===== config.mk =====
export PLATFORM = sky130hd
export DESIGN_NAME = glf_top
export DESIGN_NICKNAME = d
export VERILOG_FILES = /design/src/rtl/glf_pkg.sv /design/src/rtl/glf_stab.sv /design/src/rtl/glf_flutter.sv /design/src/rtl/glf_top.sv
export SDC_FILE = /design/constraint.sdc
export NUM_CORES = 1
export LEC_CHECK = 0
export ABC_AREA = 1
export ABC_CLOCK_PERIOD_IN_PS = 2850
export CAP_MARGIN = 20
export CORE_UTILIZATION = 35
export DETAILED_ROUTE_END_ITERATION = 6
export DONT_BUFFER_PORTS = 1
export PLACE_DENSITY = 0.52
export SLEW_MARGIN = 40
export SYNTH_ARGS = -nofsm -noshare
export SYNTH_HDL_FRONTEND = slang
export SYNTH_SLANG_ARGS = --single-unit

===== constraint.sdc =====
create_clock -name clk -period 2.85 [get_ports clk]
set_input_delay 0.7125 -clock clk [delete_from_list [all_inputs] [get_ports clk]]
set_output_delay 0.7125 -clock clk [all_outputs]
set_load 0.01 [all_outputs]

===== src/rtl/glf_pkg.sv =====
package glf_pkg;

    typedef enum logic [1:0] {
        SRC_EXT_SINGLE = 2'b00,
        SRC_OVS_SINGLE = 2'b01,
        SRC_OVS_QUAD   = 2'b10,
        SRC_EXT_QUAD   = 2'b11
    } src_mode_e;

    localparam int NUM_PH = 2;

    // Flutter history: which phase produced the last accepted edge.
    typedef struct packed {
        logic vld;
        logic ph;
    } edge_hist_t;

    function automatic logic mode_samples(src_mode_e m);
        return (m == SRC_OVS_SINGLE) || (m == SRC_OVS_QUAD);
    endfunction

    function automatic logic mode_is_quad_ovs(src_mode_e m);
        return m == SRC_OVS_QUAD;
    endfunction

endpackage


===== src/rtl/glf_stab.sv =====
module glf_stab #(
    parameter int CNT_W = 10
) (
    input  logic             clk,
    input  logic             rst,
    input  logic             raw,
    input  logic             active,
    input  logic [CNT_W-1:0] need,
    input  logic             accept,
    output logic             lvl,
    output logic             want
);
    logic [CNT_W-1:0] seen;
    logic             differs;

    always_comb begin
        differs = (raw != lvl);
        // seen counts earlier mismatched samples; this sample makes seen+1.
        want    = differs && (!active || (seen >= need - CNT_W'(1)));
    end

    always_ff @(posedge clk) begin
        if (rst) begin
            lvl  <= 1'b0;
            seen <= '0;
        end else if (want && accept) begin
            lvl  <= raw;
            seen <= '0;
        end else if (!differs) begin
            seen <= '0;
        end else if (seen != '1) begin
            seen <= seen + CNT_W'(1);
        end
    end
endmodule


===== src/rtl/glf_flutter.sv =====
module glf_flutter
    import glf_pkg::*;
(
    input  logic              clk,
    input  logic              rst,
    input  logic              enable,
    input  logic [NUM_PH-1:0] want,
    output logic [NUM_PH-1:0] accept
);
    edge_hist_t        hist;
    logic [NUM_PH-1:0] commit;

    always_comb begin
        for (int p = 0; p < NUM_PH; p++) begin
            accept[p] = !(enable && hist.vld && (hist.ph == 1'(p)));
        end
        commit = want & accept;
    end

    always_ff @(posedge clk) begin
        if (rst) begin
            hist <= '0;
        end else begin
            case (commit)
                2'b11:   hist <= '0;
                2'b01:   hist <= '{vld: 1'b1, ph: 1'b0};
                2'b10:   hist <= '{vld: 1'b1, ph: 1'b1};
                default: hist <= hist;
            endcase
        end
    end
endmodule


===== src/rtl/glf_top.sv =====
module glf_top
    import glf_pkg::*;
#(
    parameter int LEN_W  = 8,
    parameter int OFFSET = 5
) (
    input  logic             clk,
    input  logic             rst,
    input  logic             raw_a,
    input  logic             raw_b,
    input  logic             filt_en,
    input  logic [LEN_W-1:0] filt_len,
    input  logic             flut_en,
    input  logic [1:0]       src_mode,
    output logic             clean_a,
    output logic             clean_b
);
    localparam int MAX_NEED = (1 << LEN_W) - 1 + OFFSET;
    localparam int CNT_W    = $clog2(MAX_NEED + 1) + 1;

    src_mode_e         mode;
    logic              filt_on;
    logic              flut_on;
    logic [CNT_W-1:0]  need;
    logic [NUM_PH-1:0] raw_v, lvl_v, want_v, acc_v;

    always_comb begin
        mode    = src_mode_e'(src_mode);
        filt_on = filt_en && mode_samples(mode);
        flut_on = flut_en && mode_is_quad_ovs(mode);
        need    = CNT_W'(filt_len) + CNT_W'(OFFSET);
        raw_v   = {raw_b, raw_a};
    end

    for (genvar p = 0; p < NUM_PH; p++) begin : g_phase
        glf_stab #(.CNT_W(CNT_W)) u_stab (
            .clk    (clk),
            .rst    (rst),
            .raw    (raw_v[p]),
            .active (filt_on),
            .need   (need),
            .accept (acc_v[p]),
            .lvl    (lvl_v[p]),
            .want   (want_v[p])
        );
    end

    glf_flutter u_flut (
        .clk    (clk),
        .rst    (rst),
        .enable (flut_on),
        .want   (want_v),
        .accept (acc_v)
    );

    assign clean_a = lvl_v[0];
    assign clean_b = lvl_v[1];
endmodule


==> metrics.txt <==
# TYPE chip_impl_metric gauge
chip_impl_info{name="cp_class",value="in2reg"} 1
chip_impl_metric{name="globalplace.congestion",unit=""} 0.785
chip_impl_info{name="min_path_type",value="reg2reg"} 1
chip_impl_metric{name="place_worst_setup_slack",unit="ns"} 0.169
chip_impl_metric{name="worst_endpoint_required_time",unit="ns"} 3.01
chip_impl_metric{name="grt_antenna_before_repair",unit=""} 0
chip_impl_metric{name="number_of_global_route_vias_before_repair",unit=""} 1399
chip_impl_info{name="cts.root.buffer_cell",value="clkbuf_8"} 1
chip_impl_info{name="cells_traversed_along_the_worst_timing_path",value="ha_1, nand3_1, nand3b_1, ha_1, nand2_1, inv_1, nand2_1, nand3_1, nor2_1, nand2_1, nand2_2, ha_1, o21ai_0, a21oi_1"} 1
chip_impl_info{name="cell_with_the_largest_stage_delay_on_the_worst_path",value="ha_1"} 1
chip_impl_metric{name="ff2ff_path_depth",unit=""} 14
chip_impl_info{name="critical-path-top-delay-family",value="simple AND/OR/NAND/NOR gates"} 1
chip_impl_metric{name="yosysSeqAreaShare",unit="%"} 25.8
chip_impl_metric{name="area_delta_synth_final",unit="%"} 6.92
chip_impl_metric{name="i_o_pins",unit=""} 18
chip_impl_metric{name="detailedPlacementHpwl",unit="um"} 2900
chip_impl_metric{name="die-area",unit="mm2"} 0.00562
chip_impl_info{name="netlist_top_cells_area",value="dfxtp_1 26%, ha_1 16%, nand2_1 11%"} 1
chip_impl_metric{name="worstPathBufferInverterCount",unit=""} 1
chip_impl_metric{name="vias_per_std_cell",unit=""} 4.33
chip_impl_metric{name="internal_power",unit="W"} 0.000501
chip_impl_metric{name="met2WireLength",unit="um"} 1690
chip_impl_metric{name="synthesis.instances",unit=""} 271
chip_impl_metric{name="chipWidth",unit="um"} 75.0
chip_impl_metric{name="io_port_bufs",unit=""} 0
chip_impl_info{name="dr.max_layer_used",value="met4"} 1
chip_impl_metric{name="finalHoldViolCount",unit=""} 0
chip_impl_metric{name="timing.slew.headroom",unit="%"} 80.5
chip_impl_info{name="hold_path_endpoint",value="u_flut.hist[1]"} 1
chip_impl_metric{name="grt.total_usage",unit="%"} 14.1
chip_impl_info{name="cts_tree",value="built"} 1
chip_impl_metric{name="cts-hold-fix-buffers",unit=""} 0
chip_impl_metric{name="yosys_register_bits",unit=""} 24
chip_impl_metric{name="clkLatencyLatePin",unit="ns"} 0.26
chip_impl_metric{name="period_share",unit="%"} 83.4
chip_impl_metric{name="initial_utilization",unit="%"} 36.5
chip_impl_metric{name="core.rowCount",unit=""} 26
chip_impl_metric{name="synth_nets",unit=""} 311
chip_impl_metric{name="path_clk_slew",unit="ns"} 0.08
chip_impl_metric{name="wl_met3",unit="um"} 59
chip_impl_metric{name="layout.filler_cells",unit=""} 559
chip_impl_metric{name="grt_pass1_wl",unit="um"} 6090
chip_impl_metric{name="post_cts_buffers",unit=""} 0
chip_impl_metric{name="finish.net_count",unit=""} 316
chip_impl_metric{name="drive_gt1_share",unit="%"} 9.85
chip_impl_metric{name="worst_ir_drop_vdd",unit="mV"} 0.205
chip_impl_metric{name="crit_fanout",unit=""} 4
chip_impl_metric{name="drt-total-wl",unit="um"} 3460
chip_impl_metric{name="finalMaxSlewViolations",unit=""} 0
chip_impl_metric{name="routedWlPerCell",unit="um"} 10.0
chip_impl_info{name="setup_repair_after_global_routing_missed_its_margin",value="no"} 1
chip_impl_info{name="post-synth-top-area-cell",value="dfxtp_1"} 1
chip_impl_metric{name="clock_power_share",unit="%"} 27.9
chip_impl_metric{name="post_cts_resized",unit=""} 0
chip_impl_info{name="critical_path.reg2reg.startpoint",value="g_phase[0].u_stab.seen[0]"} 1
chip_impl_metric{name="postLayoutSetupSlackWorst",unit="ns"} 0.472
chip_impl_metric{name="num_antenna_cells",unit=""} 0
chip_impl_metric{name="grt_start_max_net_pins",unit=""} 13
chip_impl_metric{name="clk_path_buf_depth",unit=""} 2
chip_impl_metric{name="crit_cells",unit=""} 14
chip_impl_metric{name="clock-skew-final",unit="ns"} 0.00496
chip_impl_info{name="setup.worst_path.start_class",value="input port"} 1
chip_impl_metric{name="max_cap_violations",unit=""} 0
chip_impl_metric{name="post_synth.cell_area_avg",unit="um2"} 6.87
chip_impl_metric{name="wirelength_met1",unit="um"} 1680
chip_impl_metric{name="ctsHtreeMaxLevel",unit=""} 1
chip_impl_metric{name="post_synth_instance_area",unit="mm2"} 0.00186
chip_impl_metric{name="ant_nets",unit=""} 0
chip_impl_metric{name="finalCriticalPeriod",unit="ns"} 2.38
chip_impl_metric{name="cp.arrival",unit="ns"} 2.54
chip_impl_metric{name="final-setup-viol-count",unit=""} 0
chip_impl_metric{name="tightestPinTransition",unit="ns"} 0.291
chip_impl_metric{name="maxClockFrequency",unit="MHz"} 420
chip_impl_metric{name="ys_types",unit=""} 26
chip_impl_metric{name="worst-r2r-setup-slack",unit="ns"} 0.93
chip_impl_info{name="critical_register_to_register_path_endpoint",value="u_flut.hist[1]"} 1
chip_impl_metric{name="detail_route.iter0.violations",unit=""} 36
chip_impl_metric{name="grt.overflow.total",unit=""} 0
chip_impl_info{name="endpoint_kind",value="flop"} 1
chip_impl_metric{name="worstHoldPathCells",unit=""} 2
chip_impl_metric{name="power_frac_seq",unit="%"} 52.3
chip_impl_metric{name="synth_top_area_share",unit="%"} 25.8
chip_impl_metric{name="core_region_area",unit="mm2"} 0.00511
chip_impl_metric{name="cts_made_buffers",unit=""} 3
chip_impl_metric{name="power.net_switching",unit="W"} 0.000204
chip_impl_info{name="holdCritStartpoint",value="u_flut.hist[1]"} 1
chip_impl_metric{name="drt_drc_violations_left",unit=""} 0
chip_impl_metric{name="die_height",unit="um"} 75.0
chip_impl_metric{name="power.combinational.fraction",unit="%"} 19.8
chip_impl_metric{name="net_sw_share",unit="%"} 29.0
chip_impl_metric{name="cp_slowest_stage_delay",unit="ns"} 0.29
chip_impl_metric{name="setup_tns",unit="ns"} 0
chip_impl_metric{name="p_leak",unit="nW"} 0.960
chip_impl_info{name="status",value="finished clean"} 1
chip_impl_metric{name="ys_warn_count",unit=""} 0
chip_impl_metric{name="vias",unit=""} 1490
chip_impl_metric{name="cts.sink_count",unit=""} 24
chip_impl_metric{name="number_of_search_and_repair_iterations_in_the_first_detailed_routing_pass",unit=""} 4
chip_impl_metric{name="power-per-cell-area",unit="mW/mm2"} 354
-- final cells by class --
class                   count  area, um2  area share [%]
multi-input cells         204       1220            61.3
flip-flops and latches     24        480            24.1
inverters                  43        161            8.10
well taps                  70       87.6            4.40
clock buffers               3       41.3            2.07
-- layer usage --
layer  vias up  GRT usage, %
met5         -             0
li1        849             -
met3         2          2.81
met1       635          17.5
met4         0          1.89
met2         4          25.6
-- Yosys cell counts (all sizes together) --
| master | instances |
|---|---|
| nand2 | 65 |
| nor2 | 58 |
| inv | 43 |
| dfxtp | 24 |
| ha | 24 |
| nand3 | 16 |
| xor2 | 11 |
| o21ai | 7 |
| a21oi | 6 |
| xnor2 | 5 |
| nor3 | 4 |
| and3 | 2 |
| nand3b | 2 |
| and3b | 1 |
| nor3b | 1 |
| o31ai | 1 |
| or2 | 1 |
-- power groups by stage --
stage                     Clock [W]  Sequential (W)  Combinational (W)
after floorplan                   0        0.000373           0.000119
after global placement            0        0.000378           0.000142
after detailed placement          0        0.000377           0.000143
after CTS                  0.000213        0.000369           0.000144
after global routing       0.000226        0.000371           0.000170
final                      0.000197        0.000369           0.000140
-- per-stage QoR --
stage	area [um2]	power (W)	util [%]	std cells	hold WS, ns
floorplan	1860	0.000492	-	271	0.423
global placement	1950	0.000520	38.2	341	0.442
detailed placement	1950	0.000520	38.2	341	0.442
CTS	1990	0.000727	39.0	344	0.456
global route	1990	0.000768	39.0	344	0.488
finish	1990	0.000705	39.0	344	0.449
-- sequential cells by signal, indices dropped and copies added (netlist names) --
name                 cells
g_phase.u_stab.seen     20
u_flut.hist              2
g_phase.u_stab.lvl       2
-- worst reg2reg max path, stage by stage, from the launching register on --
cell and delay [ns]:
dfxtp_1 0.42, inv_1 0.09, ha_1 0.27, inv_1 0.03
nand2_1 0.04, nand2_1 0.04, nand2_1 0.05, nand2_1 0.05
nand2_1 0.06, nand2_1 0.05, nand2_1 0.10, nand2_2 0.10
ha_1 0.29, o21ai_0 0.16, a21oi_1 0.05
-- cell usage in the layout, fill, tap and decap left out, types with 3 or more instances in the layout --
master,n
nand2_1,57
nor2_1,52
inv_1,38
ha_1,24
dfxtp_1,24
nand3_1,14
xor2_1,11
o21ai_0,7
a21oi_1,6
inv_2,5
nand2_2,5
xnor2_1,5
nor2_2,4
nand2_4,3
clkbuf_8,3
-- worst max-delay path by stage --
| stage | startpoint | endpoint | slack, ns |
|---|---|---|---|
| 6_report | filt_len[2] | u_flut.hist[1] | 0.47 |
| 5_1_grt | filt_len[2] | u_flut.hist[1] | 0.23 |
| 4_1_cts | filt_len[2] | u_flut.hist[1] | 0.46 |
| 3_5_place_dp | filt_len[2] | u_flut.hist[1] | 0.17 |
| 3_3_place_gp | filt_len[2] | u_flut.hist[1] | 0.23 |
| 2_1_floorplan | filt_len[2] | u_flut.hist[1] | 0.37 |
-- logic make-up after synthesis --
family	after synthesis	share of synthesized area [%]
AO/OA/AOI/OAI	14	3.90
buffers and inverters	43	8.66
AND/OR/NAND/NOR	150	38.0
flip-flops	24	25.8
XOR/XNOR	16	7.52
adder cells (fa/ha/maj)	24	16.1
Note: power is estimated with default switching activity, not from simulation.
